## src/rtl/cdseq_pkg.sv

```systemverilog
package cdseq_pkg;
  typedef enum logic [1:0] {
    ST_WAIT  = 2'd0,
    ST_DRAIN = 2'd1,
    ST_FEED  = 2'd2,
    ST_FILL  = 2'd3
  } seq_st_e;

  localparam int NUM_TRIG = 3;
  localparam int NUM_EVT  = NUM_TRIG + 1;
  // line index doubles as its DMA trigger number
  localparam int TRIG_OUT = 0;
  localparam int TRIG_IN  = 1;
  localparam int TRIG_FB  = 2;
  localparam int EV_DONE  = 0;
endpackage

```

## src/rtl/cdseq_word_cnt.sv

```systemverilog
module cdseq_word_cnt #(
  parameter int WORDS = 4
) (
  input  logic clk_i,
  input  logic rst_ni,
  input  logic clr_i,
  input  logic step_i,
  output logic last_o
);
  localparam int CNT_W = (WORDS > 1) ? $clog2(WORDS) : 1;
  localparam logic [CNT_W-1:0] LAST = CNT_W'(WORDS - 1);

  logic [CNT_W-1:0] cnt_q;

  always_ff @(posedge clk_i or negedge rst_ni) begin
    if (!rst_ni)                    cnt_q <= '0;
    else if (clr_i)                 cnt_q <= '0;
    else if (step_i && cnt_q == LAST) cnt_q <= '0;
    else if (step_i)                cnt_q <= cnt_q + 1'b1;
  end

  assign last_o = (cnt_q == LAST);

  p_cnt_clear_r8: assert property (@(posedge clk_i) disable iff (!rst_ni)
    clr_i |=> cnt_q == '0);
  p_cnt_wrap_r3: assert property (@(posedge clk_i) disable iff (!rst_ni)
    (step_i && !clr_i && last_o) |=> cnt_q == '0);
endmodule

```

## src/rtl/cdseq_trig_gen.sv

```systemverilog
module cdseq_trig_gen (
  input  logic clk_i,
  input  logic rst_ni,
  input  logic req_i,
  input  logic ack_i,
  input  logic kill_i,
  output logic pulse_o,
  output logic ack_ok_o
);
  logic pend_q, pulse_q, issue;

  assign issue    = req_i & ~pend_q & ~kill_i;
  assign ack_ok_o = ack_i & pend_q & ~kill_i;

  always_ff @(posedge clk_i or negedge rst_ni) begin
    if (!rst_ni) begin
      pend_q  <= 1'b0;
      pulse_q <= 1'b0;
    end else begin
      pulse_q <= issue;
      if (kill_i)        pend_q <= 1'b0;
      else if (issue)    pend_q <= 1'b1;
      else if (ack_i)    pend_q <= 1'b0;
    end
  end

  assign pulse_o = pulse_q;

  p_single_pulse_r5: assert property (@(posedge clk_i) disable iff (!rst_ni)
    pulse_q |=> !pulse_q);
  p_pend_with_pulse_r5: assert property (@(posedge clk_i) disable iff (!rst_ni)
    $rose(pend_q) |-> pulse_q);
  p_ack_quiet_r5: assert property (@(posedge clk_i) disable iff (!rst_ni)
    ack_ok_o |=> (!pend_q && !pulse_q));
endmodule

```

## src/rtl/cdseq_evt_status.sv

```systemverilog
module cdseq_evt_status #(
  parameter int N = 4
) (
  input  logic         clk_i,
  input  logic         rst_ni,
  input  logic [N-1:0] set_i,
  input  logic [N-1:0] clr_i,
  output logic [N-1:0] stat_o
);
  logic [N-1:0] stat_q;

  // set has priority over a same-cycle clear
  always_ff @(posedge clk_i or negedge rst_ni) begin
    if (!rst_ni) stat_q <= '0;
    else         stat_q <= (stat_q & ~clr_i) | set_i;
  end

  assign stat_o = stat_q;

  p_set_sticks_r7: assert property (@(posedge clk_i) disable iff (!rst_ni)
    (set_i != '0) |=> ((stat_q & $past(set_i)) == $past(set_i)));
  p_clear_works_r7: assert property (@(posedge clk_i) disable iff (!rst_ni)
    ((clr_i & ~set_i) != '0) |=> ((stat_q & $past(clr_i & ~set_i)) == '0));
endmodule

```

## src/rtl/cipher_dma_seq.sv

```systemverilog
module cipher_dma_seq
  import cdseq_pkg::*;
#(
  parameter int WORDS_PER_BLK = 4
) (
  input  logic                clk_i,
  input  logic                rst_ni,
  input  logic                mode_en_i,
  input  logic                chained_i,
  input  logic                core_done_i,
  input  logic                dout_rd_i,
  input  logic                din_wr_i,
  input  logic                fb_wr_i,
  input  logic [NUM_EVT-1:0]  evt_mask_i,
  input  logic [NUM_EVT-1:0]  evt_clr_i,
  output logic [NUM_EVT-1:0]  evt_raw_o,
  output logic                irq_o,
  output logic [NUM_TRIG-1:0] dma_trig_o
);
  seq_st_e st_q, st_d;
  logic [NUM_TRIG-1:0] line_req, line_ack, line_ok, line_pulse;
  logic kill, word_ack, cnt_last, phase_end;

  assign kill     = ~mode_en_i;
  assign line_ack = {fb_wr_i, din_wr_i, dout_rd_i};
  assign word_ack = |line_ok;
  assign phase_end = word_ack & cnt_last;

  always_comb begin
    line_req = '0;
    if (mode_en_i) begin
      unique case (st_q)
        ST_DRAIN: line_req[TRIG_OUT] = 1'b1;
        ST_FEED:  line_req[TRIG_FB]  = 1'b1;
        ST_FILL:  line_req[TRIG_IN]  = 1'b1;
        default:  line_req = '0;
      endcase
    end
  end

  always_comb begin
    st_d = st_q;
    if (kill) st_d = ST_WAIT;
    else begin
      unique case (st_q)
        ST_WAIT:  if (core_done_i) st_d = ST_DRAIN;
        ST_DRAIN: if (phase_end)   st_d = chained_i ? ST_FEED : ST_FILL;
        ST_FEED:  if (phase_end)   st_d = ST_FILL;
        ST_FILL:  if (phase_end)   st_d = ST_WAIT;
        default:                   st_d = ST_WAIT;
      endcase
    end
  end

  always_ff @(posedge clk_i or negedge rst_ni) begin
    if (!rst_ni) st_q <= ST_WAIT;
    else         st_q <= st_d;
  end

  for (genvar g = 0; g < NUM_TRIG; g++) begin : g_line
    cdseq_trig_gen u_trig (
      .clk_i    (clk_i),
      .rst_ni   (rst_ni),
      .req_i    (line_req[g]),
      .ack_i    (line_ack[g]),
      .kill_i   (kill),
      .pulse_o  (line_pulse[g]),
      .ack_ok_o (line_ok[g])
    );
  end

  cdseq_word_cnt #(.WORDS(WORDS_PER_BLK)) u_cnt (
    .clk_i  (clk_i),
    .rst_ni (rst_ni),
    .clr_i  (kill | (st_q == ST_WAIT)),
    .step_i (word_ack),
    .last_o (cnt_last)
  );

  cdseq_evt_status #(.N(NUM_EVT)) u_stat (
    .clk_i  (clk_i),
    .rst_ni (rst_ni),
    .set_i  ({line_pulse, core_done_i}),
    .clr_i  (evt_clr_i),
    .stat_o (evt_raw_o)
  );

  assign dma_trig_o = line_pulse & ~evt_mask_i[NUM_EVT-1:1];
  assign irq_o      = evt_raw_o[EV_DONE] & ~evt_mask_i[EV_DONE];

  p_trig_off_r2: assert property (@(posedge clk_i) disable iff (!rst_ni)
    !mode_en_i |=> dma_trig_o == '0);
  p_one_line_r5: assert property (@(posedge clk_i) disable iff (!rst_ni)
    $onehot0(line_pulse));
  p_done_status_r1: assert property (@(posedge clk_i) disable iff (!rst_ni)
    core_done_i |=> evt_raw_o[EV_DONE]);
  p_kill_idle_r8: assert property (@(posedge clk_i) disable iff (!rst_ni)
    !mode_en_i |=> st_q == ST_WAIT);
  p_ecb_skip_r3: assert property (@(posedge clk_i) disable iff (!rst_ni)
    (mode_en_i && st_q == ST_DRAIN && phase_end && !chained_i) |=> st_q == ST_FILL);
  p_chain_feed_r4: assert property (@(posedge clk_i) disable iff (!rst_ni)
    (mode_en_i && st_q == ST_DRAIN && phase_end && chained_i) |=> st_q == ST_FEED);
endmodule

```

## config.mk

```make
export PLATFORM = sky130hd
export DESIGN_NAME = cipher_dma_seq
export DESIGN_NICKNAME = d
export VERILOG_FILES = /design/src/rtl/cdseq_pkg.sv /design/src/rtl/cdseq_word_cnt.sv /design/src/rtl/cdseq_trig_gen.sv /design/src/rtl/cdseq_evt_status.sv /design/src/rtl/cipher_dma_seq.sv
export SDC_FILE = /design/constraint.sdc
export NUM_CORES = 1
export LEC_CHECK = 0
export CAP_MARGIN = 20
export CORE_UTILIZATION = 43
export DETAILED_ROUTE_END_ITERATION = 6
export PLACE_DENSITY = 0.83
export SYNTH_ARGS = -nofsm -noshare
export SYNTH_HDL_FRONTEND = slang
export SYNTH_SLANG_ARGS = --single-unit
```

## constraint.sdc

```tcl
create_clock -name clk_i -period 1.9 [get_ports clk_i]
set_input_delay 0.285 -clock clk_i [delete_from_list [all_inputs] [get_ports clk_i]]
set_output_delay 0.285 -clock clk_i [all_outputs]
set_load 0.03 [all_outputs]
```

After elaboration in Yosys (flattened, before gate mapping)
Index checks and enable logic that the tools add are counted.

Add/sub/neg operators: 1. Equality and inequality tests: 11. Multiplexer cells: 23. Bitwise logic cells: 25. Reduce and logical (&&, ||, !) cells: 5.

Operators with widths (number): $mux W2 (8); $and A1 B1 Y1 (14); $mux W1 (13); $ne A3 B3 Y1 const B (4); $ne A3 B1 Y1 const B (3); $pmux W2 S4 (1); $eq A2 B2 Y1 const B (3); $not A1 Y1 (5); $and A4 B4 Y4 (1); $not A4 Y4 (1); $or A4 B4 Y4 (1); $reduce_and A4 Y1 (1); $and A3 B3 Y3 (1); $mux W3 (1); $not A3 Y3 (1); $reduce_bool A3 Y1 (1); $reduce_or A3 Y1 (1); $add A2 B1 Y2 const B (1); $eq A2 B1 Y1 const B (1); $logic_not A2 Y1 (1); $logic_and A1 B1 Y1 (1); $or A1 B1 Y1 (1).

Bits in registers: 14. Output and inout bits: 8. Logic and storage cells: 74.

Logic depth before layout (Yosys ltp)
Gate-level depths: netlist (run 1).

Depth after elaboration: 7. Depth in mapped cells: 5.

Modules after synthesis
A second synthesis (run 1) with hierarchy kept.

Cells, all modules: 75. Area, all modules: 759.5 um^2.

By module, submodules not included: cdseq_trig_gen (instances 3, cells each 8, area each 87.6 um^2, sequential area each 50.0 um^2); cipher_dma_seq (instances 1, cells each 30, area each 250.2 um^2, sequential area each 50.0 um^2); cdseq_evt_status (instances 1, cells each 12, area each 145.1 um^2, sequential area each 100.1 um^2); cdseq_word_cnt (instances 1, cells each 9, area each 101.3 um^2, sequential area each 50.0 um^2).

Worst setup path after synthesis (run 1)
No wires, ideal clock.

Path type: register to register. Start: reg st_q[1]. End: reg st_q[0]. Setup time: 94 ps. Arrival time: 1637 ps. Data required time: 1806 ps. Path slack: 169 ps. Stages on the path, launching flop included: 6. Path buffers: 0. Period minus slack after synthesis: 1731 ps. Path through: dfrtp_1 -> inv_1 -> ha_1 -> o32a_2 -> or3_1 -> a221oi_2.

Word-level cells in the longest chain between the ends: 3. Elaborated cells on any way between the ends: 11.

Ends and longest elaborated chain: start, declared (RTL line cipher_dma_seq.sv:20) `seq_st_e st_q, st_d;`; start signal, assigned (RTL line cipher_dma_seq.sv:57) `else st_q <= st_d;`; $eq A2 B1 Y1 (tied with other cells) (RTL line cipher_dma_seq.sv:45) `unique case (st_q)`; $ne A3 B3 Y1 (no line) or $pmux W2 S4 (tied branches); $reduce_and A4 Y1 (no line) or $mux W2 (tied branches).

Several ways; a longest one is shown, not always the timed one. A chain may end at the register's enable or synchronous reset.

Worst setup path after layout (run 1)
Same ends and word-level chain as after synthesis.

==> results.md, run 1 <==
- Die extent in y: 42.22 um
- Core utilization of the finished layout: 0.6678
- Setup repair after global routing missed its margin: false
- First-iteration detailed-routing DRC count: 19
- Sequential area share after synthesis: 0.5036
- Clock tree buffer depth: 2
- Unique cell type count in the Yosys netlist: 19
- Arrival time reported for the critical path endpoint: 2040 ps
- Class of the tightest hold or removal check: primary input to asynchronous set/reset pin
- Number of antenna violations at the first check in global routing: 0
- Number of I/O port buffers: 23
- Syn_area_per_cell: roughly 11 sq um
- Number of buffers added for setup after CTS: 0
- Layout cells sized above 1: 0.1354
- LEAKAGE: roughly 0.50 nW
- Worst Path Max Fanout: 5
- TritonCTS clock tree: yes
- First-pass GRT wire length: 2.463 mm
- Cts bufs inserted: 3
- Clock latency on the worst-skew pair: 280 ps
- Number of primary I/O pins: 24
- Top_reg_cell synth: sky130_fd_sc_hd__dfrtp_1
- Total global routing track utilization: 0.1886
- Asr flop ratio synth: 1.000
- Nets: 119
- Post-DP Area: 968.4 sq um
- Endpoint kind of the worst setup timing path: flip-flop
- CP Class: flip-flop to flip-flop
- Worst-case clock skew: 0.8354 ps
- Cells taking the most area after synthesis: sky130_fd_sc_hd__dfrtp_1 50%, sky130_fd_sc_hd__ha_1 11%, sky130_fd_sc_hd__nand2b_1 4.5%
- Post-synth top area cell: sky130_fd_sc_hd__dfrtp_1
- Share of the cycle needed by the critical path after routing: 0.9697
- Result of the run: completed
- Area of the core region: 1506 sq um
- Placer Congestion: 0.7721
- Met2 track demand over resource in global routing: 0.3138
- CP startpoint kind: flip-flop
- Met1 routing resource usage after global routing: 0.2135
- # hold bufs at CTS: 0
- Hold Vio Cnt, Final: 0
- Max Freq: 542.7 MHz
- Commonest cells in the netlist: 14 x sky130_fd_sc_hd__dfrtp_1, 7 x sky130_fd_sc_hd__inv_1, 7 x sky130_fd_sc_hd__nor2_1
- Max VDD drop: 0.6108 mV
- Register bit count reported by yosys: 14
- Die outline area: around 1800 sq um
- Final routed wire length divided by cell count: 11.93 um
- Cell with the most instances after synthesis: sky130_fd_sc_hd__dfrtp_1
- PwrDens: 1120 nW/um^2
- Vias per cell: ~5.3
- Antenna Diode Count: 0
- Aggregate negative setup slack: 0 ps
- Max-Cap Viols: 0
- Area overhead of the layout relative to synthesis: 44.60%
- Yosys Warn Count: 0
- Std cell rows: 14
- Startpoint of the lowest-slack register-to-register path: st_q[1]$_DFFE_PN0P_
- Number of flops mapped to enable cells by yosys: 0
- Placed Cells: ~110
- Maximum number of pins on one net before global-route repair: 15
- Mapped Cells: 66
- Clock-pin transition on the worst setup and hold timing paths: approximately 80 ps
- Fin cells: 112
- Horizontal extent of the die: around 42 um
- Worst hold slack across all endpoints: around 380 ps
- Post-DP HPWL: 1.017 mm
- Final critical delay including setup and external delays: about 1800 ps
- Number of gates given a new drive strength after cts: 0
- Global-route congestion overflow total: 0
- Busiest grt layer: met2
- GR Util met3: 0.03879
- Area share of the largest cell type after synthesis: 0.5036
- Routed WL: 1.336 mm
- Total of endpoints with negative setup slack in the final report: 0
- Slew at the pin closest to its max-slew limit: 624.1 ps
- Worst rel slew slack: 0.5826
- Vias in the first global route: 599
- CTS Sinks: 14
- Required time of the critical path: 2090 ps
- Max Slew Vio Count: 0
- Starting density of the core: 0.4618
- Total nets after synthesis: 88
- CTS H-Tree Depth: 1
- Routed Antenna Nets: 0
- DRC violations left: 0
- Final Instance Area: 1006 sq um
- Count of TritonRoute iterations in the first routing pass: 6
- Beginning of the critical path: st_q[1]$_DFFE_PN0P_
- Total number of vias: between 500 and 600
- Root buffer selected by CTS: sky130_fd_sc_hd__clkbuf_4
- Mapped cell area: 695.7 sq um
==> critical path, stage by stage (launching register included) <==
cell and delay, ps:
sky130_fd_sc_hd__dfrtp_2 420, sky130_fd_sc_hd__inv_1 90, sky130_fd_sc_hd__ha_1 200, sky130_fd_sc_hd__o32a_2 410
sky130_fd_sc_hd__or3_1 400, sky130_fd_sc_hd__a221oi_2 240
==> metal layers <==
metal / share of wire / wire (um)
met1: 0.41 / 550
met2: 0.46 / 611
met3: 0.10 / 133
met4: 0.030 / 40
met5: 0 / 0
==> through the flow <==
stage	setup WS [ps]	power, mW
after floorplan	169.4	0.7327
after global placement	130.7	0.8945
after detailed placement	55.71	0.9124
after CTS	25.76	1.134
after global routing	14.83	1.215
final	57.50	1.127
==> path summary, 6_finish.rpt <==
kind / depth (start not counted) / end / slack, ps
worst max-delay path: 5 / st_q[0]$_DFFE_PN0P_ / 60
worst min-delay path: 1 / g_line[1].u_trig.pulse_o$_DFF_PN0_ / 380
worst max register to register: 5 / st_q[0]$_DFFE_PN0P_ / 60
worst min register to register: 1 / u_stat.stat_o[1]$_DFF_PN0_ / 450
max in group asynchronous: 1 / st_q[1]$_DFFE_PN0P_ / 1080
min in group clk_i: 1 / u_stat.stat_o[1]$_DFF_PN0_ / 450
==> sequential cells by signal, summed over array words and instances, names as in the netlist <==
| signal | flops |
|---|---|
| st_q | 2 |
| u_stat.stat_o | 4 |
| u_cnt.cnt_q | 2 |
| g_line.u_trig.pend_q | 3 |
| g_line.u_trig.pulse_o | 3 |
==> cell usage in the layout (no fill, tap or decap), types with 2 or more instances in the layout <==
master                            instances
sky130_fd_sc_hd__a211oi_1                 2
sky130_fd_sc_hd__dfrtp_1                 13
sky130_fd_sc_hd__a21o_1                   4
sky130_fd_sc_hd__nand2_1                  4
sky130_fd_sc_hd__ha_1                     6
sky130_fd_sc_hd__nor2_1                   7
sky130_fd_sc_hd__clkdlybuf4s50_1         23
sky130_fd_sc_hd__buf_4                    3
sky130_fd_sc_hd__inv_1                    7
sky130_fd_sc_hd__mux2i_1                  2
sky130_fd_sc_hd__clkbuf_4                 3
sky130_fd_sc_hd__nor2b_1                  4
sky130_fd_sc_hd__a21oi_1                  3
sky130_fd_sc_hd__nand2b_1                 5
==> kinds of logic after synthesis <==
logic type | synth area share
mux | 0.02878
buf+inv | 0.04317
compound gates | 0.1385
flops | 0.5036
fa+ha+maj | 0.1079
simple gates | 0.1781
==> area by class of cell <==
cell class	instances	area (sq um)
fillers	114	500.5
repair buffers	26	252.7
clock buffers	4	36.28
flip-flops and latches	14	351.6
well taps	16	20.02
multi-input cells	44	315.3
inverters	8	30.03
==> where the power goes <==
group          total (mW)  leakage, nW  internal (mW)  switching, mW
Combinational       0.492        0.294          0.244          0.249
Sequential          0.421        0.187          0.367         0.0541
Clock               0.214       0.0210          0.117         0.0969
Total                1.13        0.502          0.727          0.400
(Power assumes the default switching activity.)
==> inputs of run 2 (changes only) <==
Settings changed: PLACE_DENSITY 0.83 to 0.86.
Clock period 1.9 ns to 2.1 ns, I/O delays scaled along.
==> results.md, run 2 (same netlist as run 1, synthesis figures left out) <==
- Result of the run: completed
- Routed Antenna Nets: 0 (unchanged)
- Hold Vio Cnt, Final: 0 (unchanged)
- Required time of the critical path: 2290 ps (+200 ps)
- Final routed wire length divided by cell count: 11.81 um (-0.99%)
- Number of I/O port buffers: 23 (unchanged)
- CP Class: flip-flop to flip-flop
- Largest register FFs: 4 (unchanged)
- Cells along the critical path: inv_1, ha_1, o32a_2, or3_1, a221oi_2
- Starting density of the core: 0.4618 (unchanged)
- DRC violations left: 0 (unchanged)
- Antenna Diode Count: 0 (unchanged)
- Slew at the pin closest to its max-slew limit: 598.6 ps (-25.56 ps)
- Clock tree buffer depth: 2 (unchanged)
- Post-DP HPWL: 1.070 mm (+5.2%)
- Endpoint kind of the worst setup timing path: flip-flop
- TritonCTS clock tree: yes
- Total global routing track utilization: 0.1553 (-0.03326)
- Routed WL: 1.311 mm (-1.9%)
- Max Freq: 524.7 MHz (-3.3%)
- Std cell rows: 14 (unchanged)
- Total of endpoints with negative setup slack in the final report: 0 (unchanged)
- Vias per cell: 5.027 (-4.2%)
- Most common library cell in the layout ignoring fill and taps: sky130_fd_sc_hd__clkdlybuf4s50_1
- Top delay family on crit path: compound AO/OA/AOI/OAI gates
- Count of cell instances traversed by the critical path: 5 (unchanged)
- Arrival time reported for the critical path endpoint: 2100 ps (+60 ps)
- Worst-case clock skew: 6.315 ps (+5.480 ps)
- Max-Cap Viols: 0 (unchanged)
- Setup repair after global routing missed its margin: false
- Length in cells of the worst reg-to-reg path: 5 (unchanged)
- Area overhead of the layout relative to synthesis: 43.35%
- CP Buf/Inv Count: 1 (unchanged)
- Number of buffers added for setup after CTS: 0 (unchanged)
- Number of antenna violations at the first check in global routing: 0 (unchanged)
- Worst rel slew slack: 0.5997 (+0.01709)
- Longest individual stage delay on the worst path: 430 ps (about the same)
- Class of the tightest hold or removal check: primary input to asynchronous set/reset pin
- Vias in the first global route: 535 (-11%)
- # hold bufs at CTS: 0 (unchanged)
- CP startpoint kind: flip-flop
- Clock latency on the worst-skew pair: 290 ps (about the same)
- Placer Congestion: 0.7500 (-2.9%)
- CTS Sinks: 14 (unchanged)
- Placed Cells: 107 (-0.93%)
- Number of filler instances in the final layout: 116 (+1.8%)
- Maximum number of pins on one net before global-route repair: 15 (unchanged)
- Met2 WL: 653 um (+6.9%)
- Nets: 118 (-0.84%)
- Area of the core region: 1506 sq um (unchanged)
- Number of primary I/O pins: 24 (unchanged)
- Max Slew Vio Count: 0 (unchanged)
- Count of TritonRoute iterations in the first routing pass: 4 (-2)
- Cts bufs inserted: 3 (unchanged)
- WL met3: 134 um (+0.75%)
- Die outline area: 1783 sq um (unchanged)
- LEAKAGE: 0.4985 nW (-0.72%)
- First-pass GRT wire length: 2.097 mm (-15%)
- Max stage delay cell, worst path: sky130_fd_sc_hd__dfrtp_1
- Root buffer selected by CTS: sky130_fd_sc_hd__clkbuf_4
- Global-route congestion overflow total: 0 (unchanged)
- Top layer reached by signal wires: met4
- Max VDD drop: 0.6067 mV (-0.67%)
- Worst Path Max Fanout: 5 (unchanged)
- Layout cells sized above 1: 0.1158 (-0.01963)
- CTS H-Tree Depth: 1 (unchanged)
- Die extent in y: 42.22 um (unchanged)
- WL met1: 506 um (-8.0%)
- Share of the cycle needed by the critical path after routing: 0.9075 (-0.06224)
- Highest-count cells in the layout ignoring fill and taps: 23 x sky130_fd_sc_hd__clkdlybuf4s50_1, 14 x sky130_fd_sc_hd__dfrtp_1, 7 x sky130_fd_sc_hd__nor2_1, 7 x sky130_fd_sc_hd__inv_1, 6 x sky130_fd_sc_hd__ha_1
- Number of gates given a new drive strength after cts: 0 (unchanged)
- Aggregate negative setup slack: 0 ps (unchanged)
- Clock-pin transition on the worst setup and hold timing paths: 90 ps (about the same)
- Fin cells: 111 (-0.89%)
- Horizontal extent of the die: 42.22 um (unchanged)
- PwrDens: 1013 nW/um^2 (-9.5%)
- Final critical delay including setup and external delays: 1906 ps (+63.24 ps)
- Total number of vias: 558 (-5.1%)
- First-iteration detailed-routing DRC count: 11 (-8)
-- run 2: final cells by class --
class | count | area [sq um] | area share
Timing Repair Buffer | 25 | 245.2 | 0.2459
Tap cell | 16 | 20.02 | 0.02008
Multi-Input combinational cell | 44 | 315.3 | 0.3162
Sequential cell | 14 | 350.3 | 0.3513
Clock buffer | 4 | 36.28 | 0.03639
Inverter | 8 | 30.03 | 0.03011
-- run 2: path summary, 6_finish.rpt --
path	slack [ps]	start	end
worst max-delay path	190	st_q[1]$_DFFE_PN0P_	st_q[0]$_DFFE_PN0P_
worst min-delay path	400	rst_ni	u_stat.stat_o[2]$_DFF_PN0_
worst max register to register	190	st_q[1]$_DFFE_PN0P_	st_q[0]$_DFFE_PN0P_
worst min register to register	450	g_line[2].u_trig.pulse_o$_DFF_PN0_	u_stat.stat_o[3]$_DFF_PN0_
max in group asynchronous	1310	rst_ni	g_line[2].u_trig.pend_q$_DFFE_PN0P_
min in group clk_i	450	g_line[2].u_trig.pulse_o$_DFF_PN0_	u_stat.stat_o[3]$_DFF_PN0_
-- run 2: worst register-to-register path, stage by stage (launching register included) --
cell,delay [ps]
sky130_fd_sc_hd__dfrtp_1,430
sky130_fd_sc_hd__inv_1,110
sky130_fd_sc_hd__ha_1,240
sky130_fd_sc_hd__o32a_2,420
sky130_fd_sc_hd__or3_1,390
sky130_fd_sc_hd__a221oi_2,230
-- run 2: report_power, final --
group	internal (mW)	total [mW]	switching [mW]
clock	0.106	0.196	0.0905
sequential	0.330	0.377	0.0468
combinational	0.213	0.438	0.225
-- run 2: metrics by stage --
step	setup WS [ps]	total power [mW]	hold WS [ps]	utilization	cell area [sq um]
6_report	194.3	1.011	399.5	0.6620	997.2
5_1_grt	135.9	1.067	468.6	0.6620	997.2
4_1_cts	199.6	1.009	438.2	0.6620	997.2
3_5_place_dp	232.8	0.8195	429.8	0.6379	960.9
3_3_place_gp	292.8	0.7954	432.7	0.6379	960.9
2_1_floorplan	369.4	0.6629	19.41	-	695.7
-- run 2: routing by layer --
layer | track usage | vias up
met5 | 0 | -
met1 | 0.1695 | 239
met2 | 0.2769 | 40
li1 | - | 277
met3 | 0.03879 | 2
met4 | 0.07500 | 0
==> inputs of run 3 (changes only) <==
Settings changed: SETUP_SLACK_MARGIN from default to 0.15.
==> results.md, run 3 (same netlist as run 1, synthesis figures left out) <==
- Number of gates given a new drive strength after cts: 0 (unchanged)
- First-pass GRT wire length: 2.097 mm (unchanged)
- Number of filler instances in the final layout: 115 (-0.86%)
- Final critical delay including setup and external delays: 1863 ps (-42.84 ps)
- Class of the tightest hold or removal check: primary input to asynchronous set/reset pin
- Count of TritonRoute iterations in the first routing pass: 4 (unchanged)
- Slew at the pin closest to its max-slew limit: 591.7 ps (-6.903 ps)
- CTS H-Tree Depth: 1 (unchanged)
- Power after layout: 1.027 mW (+1.7%)
- Layout cells sized above 1: 0.1250 (+0.009211)
- Clock-pin transition on the worst setup and hold timing paths: 90 ps (about the same)
- Total of endpoints with negative setup slack in the final report: 0 (unchanged)
- Share of the cycle needed by the critical path after routing: 0.8871 (-0.02040)
- Startpoint of the lowest-slack register-to-register path: st_q[1]$_DFFE_PN0P_
- Post-DP HPWL: 1.070 mm (unchanged)
- Placed Cells: 107 (unchanged)
- Max VDD drop: 0.5833 mV (-3.9%)
- Slack of the worst reg-to-reg path: 240 ps (+40 ps)
- Global-route congestion overflow total: 0 (unchanged)
- Area of the multi-input gates: 315.3 sq um (unchanged)
- Final routed wire length divided by cell count: 12.02 um (+1.8%)
- Number of I/O port buffers: 23 (unchanged)
- Length in cells of the worst reg-to-reg path: 5 (unchanged)
- Arrival time reported for the critical path endpoint: 2050 ps (-50 ps)
- Final Instance Area: 1005 sq um (+0.75%)
- Post-DP Area: 960.9 sq um (unchanged)
- Placer Congestion: 0.7500 (unchanged)
- Storage element area: 350.3 sq um (unchanged)
- Total number of vias: 568 (+1.8%)
- Endpoint kind of the worst setup timing path: flip-flop
- Max Freq: 536.8 MHz (+2.3%)
- Result of the run: completed
- Routed Antenna Nets: 0 (unchanged)
- Worst hold slack across all endpoints: 400.2 ps (+0.7410 ps)
- TritonCTS clock tree: yes
- Number of primary I/O pins: 24 (unchanged)
- Die extent in y: 42.22 um (unchanged)
- Worst-case clock skew: 4.315 ps (-2.000 ps)
- Final setup slack of the worst path: 237.1 ps (+42.84 ps)
- Root buffer selected by CTS: sky130_fd_sc_hd__clkbuf_4
- Number of antenna violations at the first check in global routing: 0 (unchanged)
- Area overhead of the layout relative to synthesis: 44.42%
- Horizontal extent of the die: 42.22 um (unchanged)
- Total global routing track utilization: 0.1553 (unchanged)
- Worst rel slew slack: 0.6043 (+0.004617)
- Die outline area: 1783 sq um (unchanged)
- Std cell rows: 14 (unchanged)
- Required time of the critical path: 2290 ps (about the same)
- CTS Sinks: 14 (unchanged)
- Worst Path Max Fanout: 3 (-2)
- Max Slew Vio Count: 0 (unchanged)
- Nets: 119 (+0.85%)
- Setup repair after global routing missed its margin: false
- Area of the core region: 1506 sq um (unchanged)
- Routed WL: 1.346 mm (+2.7%)
- Antenna Diode Count: 0 (unchanged)
- Largest register FFs: 4 (unchanged)
- Pre-CTS setup slack: 232.8 ps (unchanged)
- Clock latency on the worst-skew pair: 280 ps (about the same)
- Most common library cell in the layout ignoring fill and taps: sky130_fd_sc_hd__clkdlybuf4s50_1
- # hold bufs at CTS: 0 (unchanged)
- PwrDens: 1023 nW/um^2 (+0.91%)
- CP startpoint kind: flip-flop
- First-iteration detailed-routing DRC count: 8 (-3)
- LEAKAGE: 0.5038 nW (+1.1%)
- Max-Cap Viols: 0 (unchanged)
- Highest-count cells in the layout ignoring fill and taps: 23 x sky130_fd_sc_hd__clkdlybuf4s50_1, 14 x sky130_fd_sc_hd__dfrtp_1, 7 x sky130_fd_sc_hd__nor2_1, 7 x sky130_fd_sc_hd__inv_1, 6 x sky130_fd_sc_hd__ha_1
- DRC violations left: 0 (unchanged)
- Endpoint of the lowest-slack register-to-register path: st_q[0]$_DFFE_PN0P_
- Starting density of the core: 0.4618 (unchanged)
- Hold Vio Cnt, Final: 0 (unchanged)
- Vias per cell: 5.071 (+0.88%)
- Fin cells: 112 (+0.90%)
- Core utilization of the finished layout: 0.6669 (+0.004984)
- Vias in the first global route: 535 (unchanged)
- Cts bufs inserted: 3 (unchanged)
- Maximum number of pins on one net before global-route repair: 15 (unchanged)
- CP Class: flip-flop to flip-flop
- Clock tree buffer depth: 2 (unchanged)
- Aggregate negative setup slack: 0 ps (unchanged)
## run 3: area by class of cell
type                            instances  area share
Timing Repair Buffer                   26      0.2516
Clock buffer                            4     0.03611
Inverter                                8     0.02989
Sequential cell                        14      0.3487
Multi-Input combinational cell         44      0.3138
Tap cell                               16     0.01993
## run 3: layer usage
| metal | vias up | share of wire | track usage |
|---|---|---|---|
| met2 | 38 | 0.50 | 0.2769 |
| met1 | 248 | 0.38 | 0.1695 |
| li1 | 278 | - | - |
| met5 | - | 0 | 0 |
| met3 | 4 | 0.10 | 0.03879 |
| met4 | 0 | 0.017 | 0.07500 |
## run 3: report_power, final
group | total [mW] | switching (mW) | leakage [nW] | internal [mW]
logic | 0.462 | 0.238 | 0.294 | 0.224
registers | 0.371 | 0.0415 | 0.188 | 0.330
clock network | 0.194 | 0.0881 | 0.0210 | 0.106
## run 3: worst max-delay path by stage
| stage | start | end | slack, ps | cells after the start |
|---|---|---|---|---|
| floorplan | st_q[1]$_DFFE_PN0P_ | st_q[0]$_DFFE_PN0P_ | 370 | 5 |
| global placement | st_q[1]$_DFFE_PN0P_ | st_q[0]$_DFFE_PN0P_ | 290 | 5 |
| detailed placement | st_q[1]$_DFFE_PN0P_ | st_q[0]$_DFFE_PN0P_ | 230 | 5 |
| CTS | st_q[1]$_DFFE_PN0P_ | st_q[0]$_DFFE_PN0P_ | 200 | 5 |
| global route | st_q[1]$_DFFE_PN0P_ | st_q[0]$_DFFE_PN0P_ | 210 | 5 |
| finish | st_q[1]$_DFFE_PN0P_ | st_q[0]$_DFFE_PN0P_ | 240 | 5 |
## run 3: repair_timing
item / CTS / global route
hold endpoints to repair: 0 / 0
endpoints found under the setup margin: 0 / 1
buffers inserted: 0 / 1
## run 3: critical path, cell delays in order (launching register included)
cell                       delay (ps)
sky130_fd_sc_hd__dfrtp_1          410
sky130_fd_sc_hd__buf_4            160
sky130_fd_sc_hd__ha_1             190
sky130_fd_sc_hd__o32a_2           380
sky130_fd_sc_hd__or3_1            390
sky130_fd_sc_hd__a221oi_2         240
